==> src/rtl/sc_char_rx.sv <==
module sc_char_rx #(
  parameter int ETU_CYC = 16
) (
  input  logic       clk,
  input  logic       rst_n,
  input  logic       io_in,
  input  logic       rep_en,
  input  logic       rep_sel,
  input  logic       flag_clr,
  output logic [7:0] rx_data,
  output logic       rx_done,
  output logic       par_err,
  output logic       overrun,
  output logic       err_drive
);
  localparam int HALF  = ETU_CYC / 2;
  localparam int POS_W = $clog2(13 * ETU_CYC + 1);
  localparam logic [POS_W-1:0] ERR_ON   = POS_W'(10 * ETU_CYC + HALF);
  localparam logic [POS_W-1:0] ERR_OFF  = POS_W'(11 * ETU_CYC + HALF);
  localparam logic [POS_W-1:0] HOLD_END = POS_W'(12 * ETU_CYC + HALF);

  typedef enum logic [1:0] {S_IDLE, S_RECV, S_ERR} st_t;

  st_t             st;
  logic            io_m, io_s, io_q;
  logic [POS_W-1:0] pos, nxt;
  logic [3:0]      bidx;
  logic [7:0]      sh;
  logic [2:0]      rcnt;

  wire       fall    = (st == S_IDLE) && io_q && !io_s;
  wire       samp    = (st == S_RECV) && (pos == nxt);
  wire       par_bad = ^{sh, io_s};
  wire [2:0] lim     = rep_sel ? 3'd4 : 3'd3;
  wire       last    = samp && (bidx == 4'd9);
  wire       retry   = last && par_bad && rep_en && (rcnt < lim);
  wire       deliver = last && !retry;

  assign err_drive = (st == S_ERR) && (pos >= ERR_ON) && (pos < ERR_OFF);

  always_ff @(posedge clk or negedge rst_n) begin
    if (!rst_n) begin
      io_m <= 1'b1;
      io_s <= 1'b1;
      io_q <= 1'b1;
    end else begin
      io_m <= io_in;
      io_s <= io_m;
      io_q <= io_s;
    end
  end

  always_ff @(posedge clk or negedge rst_n) begin
    if (!rst_n) begin
      st   <= S_IDLE;
      pos  <= '0;
      nxt  <= '0;
      bidx <= '0;
      sh   <= '0;
      rcnt <= '0;
    end else begin
      case (st)
        S_IDLE: if (fall) begin
          st   <= S_RECV;
          pos  <= POS_W'(1);
          nxt  <= POS_W'(HALF);
          bidx <= '0;
        end
        S_RECV: begin
          pos <= pos + 1'b1;
          if (samp) begin
            nxt  <= nxt + POS_W'(ETU_CYC);
            bidx <= bidx + 1'b1;
            if (bidx == 4'd0) begin
              if (io_s) st <= S_IDLE;
            end else if (bidx != 4'd9) begin
              sh <= {io_s, sh[7:1]};
            end else if (retry) begin
              st   <= S_ERR;
              rcnt <= rcnt + 1'b1;
            end else begin
              st   <= S_IDLE;
              rcnt <= '0;
            end
          end
        end
        S_ERR: begin
          pos <= pos + 1'b1;
          if (pos == HOLD_END) st <= S_IDLE;
        end
        default: st <= S_IDLE;
      endcase
    end
  end

  always_ff @(posedge clk or negedge rst_n) begin
    if (!rst_n) begin
      rx_data <= '0;
      rx_done <= 1'b0;
      par_err <= 1'b0;
      overrun <= 1'b0;
    end else if (deliver) begin
      rx_data <= sh;
      rx_done <= 1'b1;
      par_err <= par_bad;
      overrun <= flag_clr ? 1'b0 : (overrun | rx_done);
    end else if (flag_clr) begin
      rx_done <= 1'b0;
      par_err <= 1'b0;
      overrun <= 1'b0;
    end
  end
endmodule


==> config.mk <==
export PLATFORM = sky130hd
export DESIGN_NAME = sc_char_rx
export DESIGN_NICKNAME = d
export VERILOG_FILES = /design/src/rtl/sc_char_rx.sv
export SDC_FILE = /design/constraint.sdc
export NUM_CORES = 1
export LEC_CHECK = 0
export BUFFER_PORTS_ARGS = -buffer_cell sky130_fd_sc_hd__buf_2
export CORE_MARGIN = 2
export CORE_UTILIZATION = 55
export DETAILED_ROUTE_END_ITERATION = 10
export PLACE_DENSITY = 0.74
export SYNTH_ARGS = -nofsm -noshare
export SYNTH_HDL_FRONTEND = slang
export SYNTH_SLANG_ARGS = --single-unit
==> constraint.sdc <==
create_clock -name clk -period 2.85 [get_ports clk]
set_clock_uncertainty 0.05 [all_clocks]
set_input_delay 0.7125 -clock clk [delete_from_list [all_inputs] [get_ports clk]]
set_output_delay 0.7125 -clock clk [all_outputs]
set_load 0.005 [all_outputs]
## Yosys cells after proc, flatten, opt, wreduce, memory -nomap -nowiden

Cells that the tools add are included.

| storage, ports and cells | value |
|---|---|
| flip-flop bits (word level) | 47 |
| logic and storage cells | 81 |

| operators by class | value |
|---|---|
| add/subtract/negate cells | 4 |
| $lt $le $gt $ge | 3 |
| equal/unequal tests | 11 |
| multiplexer cells | 23 |
| bitwise gates (word level) | 3 |
| reduce and logical (&&, ||, !) cells | 24 |

Operators with widths:

| operator | count |
|---|---|
| 8-bit case mux with 2 select lines | 2 |
| 8-bit two-way mux | 3 |
| 2-bit two-way mux | 7 |
| 1-bit logical AND | 10 |
| 9-bit parity | 1 |
| 8-bit by 1-bit adder with 8-bit output (second input constant) | 1 |
| 8-bit by 5-bit adder with 8-bit output (second input constant) | 1 |
| 8-bit == test | 1 |
| 8-bit == test (second input constant) | 1 |
| 8-bit greater-or-equal comparator (second input constant) | 1 |
| 8-bit less-than comparator (second input constant) | 1 |
| 4-bit two-way mux | 2 |
| 4-bit case mux with 2 select lines | 1 |
| 4-bit AND reduction | 2 |
| 3-bit two-way mux | 2 |
| 3-bit != test (second input constant) | 2 |
| 2-bit case mux with 3 select lines | 1 |
| 2-bit nonzero test | 3 |
| 1-bit two-way mux | 5 |
| 5-bit AND reduction | 1 |
| 4-bit by 1-bit adder with 4-bit output (second input constant) | 1 |
| 4-bit == test (second input constant) | 1 |
| 4-bit zero test | 1 |
| 2-bit != test (second input constant) | 2 |
| other kinds (13) | 15 |

## Longest topological paths before layout

| depth | value |
|---|---|
| depth after elaboration | 11 |
| gate-level depth with buffers | 7 |
| gate-level depth less buffers | 7 |

## Worst setup path after synthesis

Ideal clock, no wire load.

| timing | value |
|---|---|
| path kind | input port to flip-flop |
| start | input rep_sel |
| end | register rx_data[0] |
| setup time | 0.125 ns |
| arrival time | 2.069 ns |
| data required time | 2.675 ns |
| setup slack | 0.606 ns |
| stages on the path | 6 |
| buffers on the path | 0 |
| path through | ha_1 o21a_1 o21ai_0 nand3b_1 o21ai_4 mux2_2 |

| between the ends | value |
|---|---|
| word-level cells in the longest chain between the ends | 5 |

Ends and longest elaborated chain:

| item | line | source |
|---|---|---|
| start, declared | 8 | `input logic rep_sel,` |
| 3-bit two-way mux | 34 | `wire [2:0] lim = rep_sel ? 3'd4 : 3'd3;` |
| 3-bit less-than comparator | 36 | `wire retry = last && par_bad && rep_en && (rcnt < lim);` |
| 1-bit logical AND | 36 |  |
| 1-bit zero test | 37 | `wire deliver = last && !retry;` |
| 1-bit logical AND | 37 |  |
| end signal, assigned | 103 | `rx_data <= sh;` |
| end, declared | 10 | `output logic [7:0] rx_data,` |

Every way passes these cells.
A chain may end at the register's enable or synchronous reset.

## Worst setup path after layout

| timing | value |
|---|---|
| start | register st[1] |
| end | register rcnt[1] |

| between the ends | value |
|---|---|
| word-level cells in the longest chain between the ends | 7 |

Ends and longest elaborated chain:

| item | line | source |
|---|---|---|
| start, declared | 24 | `st_t st;` |
| start signal, assigned | 55 | `st <= S_IDLE;` |
| start signal, assigned | 64 | `st <= S_RECV;` |
| start signal, assigned | 75 | `if (io_s) st <= S_IDLE;` |
| 2-bit by 1-bit == test with 1-bit output (*) | 32, 62 |  |
| 1-bit logical AND | 32 | `wire samp = (st == S_RECV) && (pos == nxt);` |
| 1-bit logical AND | 35 | `wire last = samp && (bidx == 4'd9);` |
| 1-bit logical AND (3 in series) | 36 |  |
| 3-bit two-way mux | 78 | `end else if (retry) begin` |
| end signal, assigned | 80 | `rcnt <= rcnt + 1'b1;` |
| end, declared | 29 | `logic [2:0] rcnt;` |

Every way passes the cells marked *; elsewhere a longest branch is shown, timed or not.

==> implementation parameters <==
Parameter                              Value

CTS
  Post-CTS clock slew at the launch and capture registers of the worst setup and hold paths ... 0.08 ns
  Cell chosen for the clock root ... clkbuf_8
  Number of setup buffers added after CTS ... 0
  CTS sink cnt ... 44
  # resized after CTS ... 0
  Clock tree from TritonCTS ... done
  H-Tree Depth ... 2
  Source-to-sink clock delay at the later pin of the worst-skew pair ... 0.30 ns
  CTS Buf Count ... 5
  Number of buffers added to fix hold violations after cts ... 0
  Largest buffer count on any clock path ... 2

Synth
  Register area share after synthesis ... a little under half
  Mean instance size in the synthesized netlist ... 11.6 sq um
  Most frequently used flop master after synthesis ... dfrtp_1
  Area of the mapped netlist ... 2350 sq um
  Library cells used by synthesis ... 40
  Synthesis-stage register bit count ... 44
  Mapped Nets ... 223
  Synth warn ... 0
  Async set-or-reset flop fraction in the synthesized netlist ... 100%
  Post-synth EDFFs ... 0
  Syn Inst Count ... 203

Pwr
  Combinational Power Share ... 35.5%
  Clock network power share ... 20.0%
  Leakage component of the power ... 0.00125 uW
  Sequential group share of total power ... 44.4%
  Proportion of total power due to net switching ... 38.3%
  Power density normalized to cell area ... approximately 740 nW/um^2
  Total internal power ... 1170 uW
  Largest voltage drop on the vdd net ... between 0.4 and 0.5 mV
  Switching power summed over all nets ... 727 uW

Routing
  Total number of vias ... roughly 1,600
  Routed vias/inst ... between 5 and 6
  Antenna viol nets, final ... 0
  Average wire per standard cell ... 15.6 microns
  Total iterations of the first detailed-routing run ... 4
  DR iter-0 viols ... 40
  Final Routed Wirelength ... 4280 microns
  Post-detailed-route DRC marker count ... 0

Layout
  Leading cell type in the layout, fill and taps excluded ... dfrtp_1
  Most frequent cells in the layout ... 41 x dfrtp_1, 25 x mux2_2, 17 x buf_2, 14 x ha_1
  Proportion of layout cells with a drive suffix above 1 ... 25.8%
  Util after Layout ... between 60% and 70%
  Final #Nets ... 244
  Final cell area excluding filler cells ... 2570 sq um
  Area Overhead vs Synth ... 9.41%
  Inserted Diodes ... 0

Floorplan
  Floorplan Core Area ... 4060 sq um
  Row count ... 23
  Die outline area ... 4820 sq um
  Effective utilization at floorplan ... between 50% and 60%
  Floorplan die height ... between 60 and 70 microns
  Die X ... approximately 70 microns
  Top-Level Pins ... 18

Setup path
  Required @ worst endpoint ... 2.98 ns
  Critical-path cell list ... inv_1, ha_1, nand2b_1, or2_2, or3_1, o41ai_1
  Delay-heaviest family, CP ... simple AND/OR/NAND/NOR gates
  Largest stage delay on the critical path ... around 0.45 ns
  Kind of launch point of the worst setup path ... flip-flop
  Buffers & Inverters on Critical Path ... 1
  Worst setup EP type ... flip-flop
  Slowest stage cell on the critical path ... ha_1
  Crit Path Max Fanout ... 13
  Crit path kind ... flip-flop to flip-flop
  CP arrival ... about 2.6 ns

Flow run
  MaxCap Viol Count ... 0

STA
  Min Hold Slack ... 0.310 ns
  Actual transition at the worst max-transition pin ... just under 1 ns
  Accumulated negative setup slack ... 0 ns
  Max Clk Rate ... 0.407 GHz
  Final Slew Violations ... 0
  Final setup violation count ... 0
  Final hold violation count ... 0
  Minimum period implied by the final worst setup slack ... 2.45 ns
  Relative slew slack ... 36.0%
  RSZ-0062 raised after global routing ... no
  Final cycle utilization of the critical path ... between 80% and 90%

Placed design
  Total cell area at the placement stage ... about 2500 sq um
  Routability congestion estimate from global placement ... 0.838
  # port buffers ... 17
  Total half-perimeter wirelength after legalization and detailed placement ... about 3000 microns

Global route
  Overflow left after global routing ... 0
  Antenna violations before repair ... 0
  Vias in the first global route ... between 1,500 and 2,000
  Largest net degree at the start of global routing ... 45
  Wire length of the first global-routing pass ... 7580 microns
  Total global routing track utilization ... 19.6%

Hold path
  Type of the most critical hold path ... flip-flop to flip-flop

Run status
  Run status ... complete, no violations
[cells by family after synthesis]
| logic type | after synthesis | synth area share, % |
|---|---|---|
| mux | 25 | 12.0 |
| compound gates | 31 | 9.68 |
| flops | 44 | 46.9 |
| buf+inv | 14 | 2.23 |
| fa+ha+maj | 14 | 7.44 |
| xor+xnor | 19 | 7.97 |
| simple gates | 56 | 13.8 |
[cell type report]
type	count	area, sq um
well taps	50	62.6
clock inverters	2	12.5
fillers	323	1480
flip-flops and latches	44	1100
multi-input cells	145	1200
clock buffers	6	72.6
inverters	11	41.3
repair buffers	17	85.1
[metal layers]
metal	wire (microns)	part of all wire [%]	global-route usage (%)	vias to the layer above
met5	0	0	0	-
li1	-	-	-	763
met3	107	2.5	3.49	12
met4	96	2.2	7.84	0
met1	1980	46	26.3	768
met2	2100	49	31.6	25
[path summary, 6_finish.rpt]
kind                              startpoint                  end  slack [ns]  depth (start not counted)
setup / recovery           st[1]$_DFFE_PN0P_  rcnt[1]$_DFFE_PN0P_        0.40                          6
hold / removal                io_m$_DFF_PN1_       io_s$_DFF_PN1_        0.31                          0
setup reg to reg           st[1]$_DFFE_PN0P_  rcnt[1]$_DFFE_PN0P_        0.40                          6
hold reg to reg               io_m$_DFF_PN1_       io_s$_DFF_PN1_        0.31                          0
max in group asynchronous              rst_n   pos[6]$_DFFE_PN0P_        1.64                          1
min in group asynchronous              rst_n   nxt[5]$_DFFE_PN0P_        0.51                          1
[through the flow]
| step | worst slack [ns] | instances | power, uW |
|---|---|---|---|
| after global routing | 0.278 | 275 | 2040 |
| after floorplan | 0.606 | 203 | 1370 |
| after CTS | 0.396 | 275 | 1910 |
| after detailed placement | 0.235 | 267 | 1510 |
| final | 0.396 | 275 | 1900 |
| after global placement | 0.391 | 267 | 1490 |
[power groups by stage]
stage                     clock network (uW)  logic (uW)  registers [uW]
after floorplan                            0         564             802
after global placement                     0         641             847
after detailed placement                   0         658             854
after CTS                                394         676             841
after global routing                     423         761             860
final                                    381         675             844
[sequential cells by signal, summed over array words and instances, names as in the netlist]
name,flops
pos,8
io_s,1
overrun,1
rx_data,8
par_err,1
rx_done,1
nxt,5
io_q,1
bidx,4
st,2
rcnt,3
io_m,1
sh,8
[cells in the mapped netlist, types with 2 or more instances]
library cell,number,area share (%)
a21oi_1,6,1.3
a22o_1,11,4.1
and2_1,2,0.53
and3_1,3,0.80
clkbuf_1,3,0.48
dfrtp_1,41,44
dfstp_2,3,3.3
ha_1,14,7.4
inv_1,11,1.8
mux2_2,25,12
nand2_1,7,1.1
nand2b_1,4,1.1
nand3_1,7,1.5
nand3b_1,2,0.64
nand4_1,3,0.80
nand4b_1,2,0.74
nor2_1,12,1.9
nor2b_1,3,0.80
nor3_1,3,0.64
o21ai_0,5,1.1
o41ai_1,2,0.74
xnor2_1,12,4.5
xor2_1,5,1.9
Note: power is estimated with default switching activity, not from simulation.
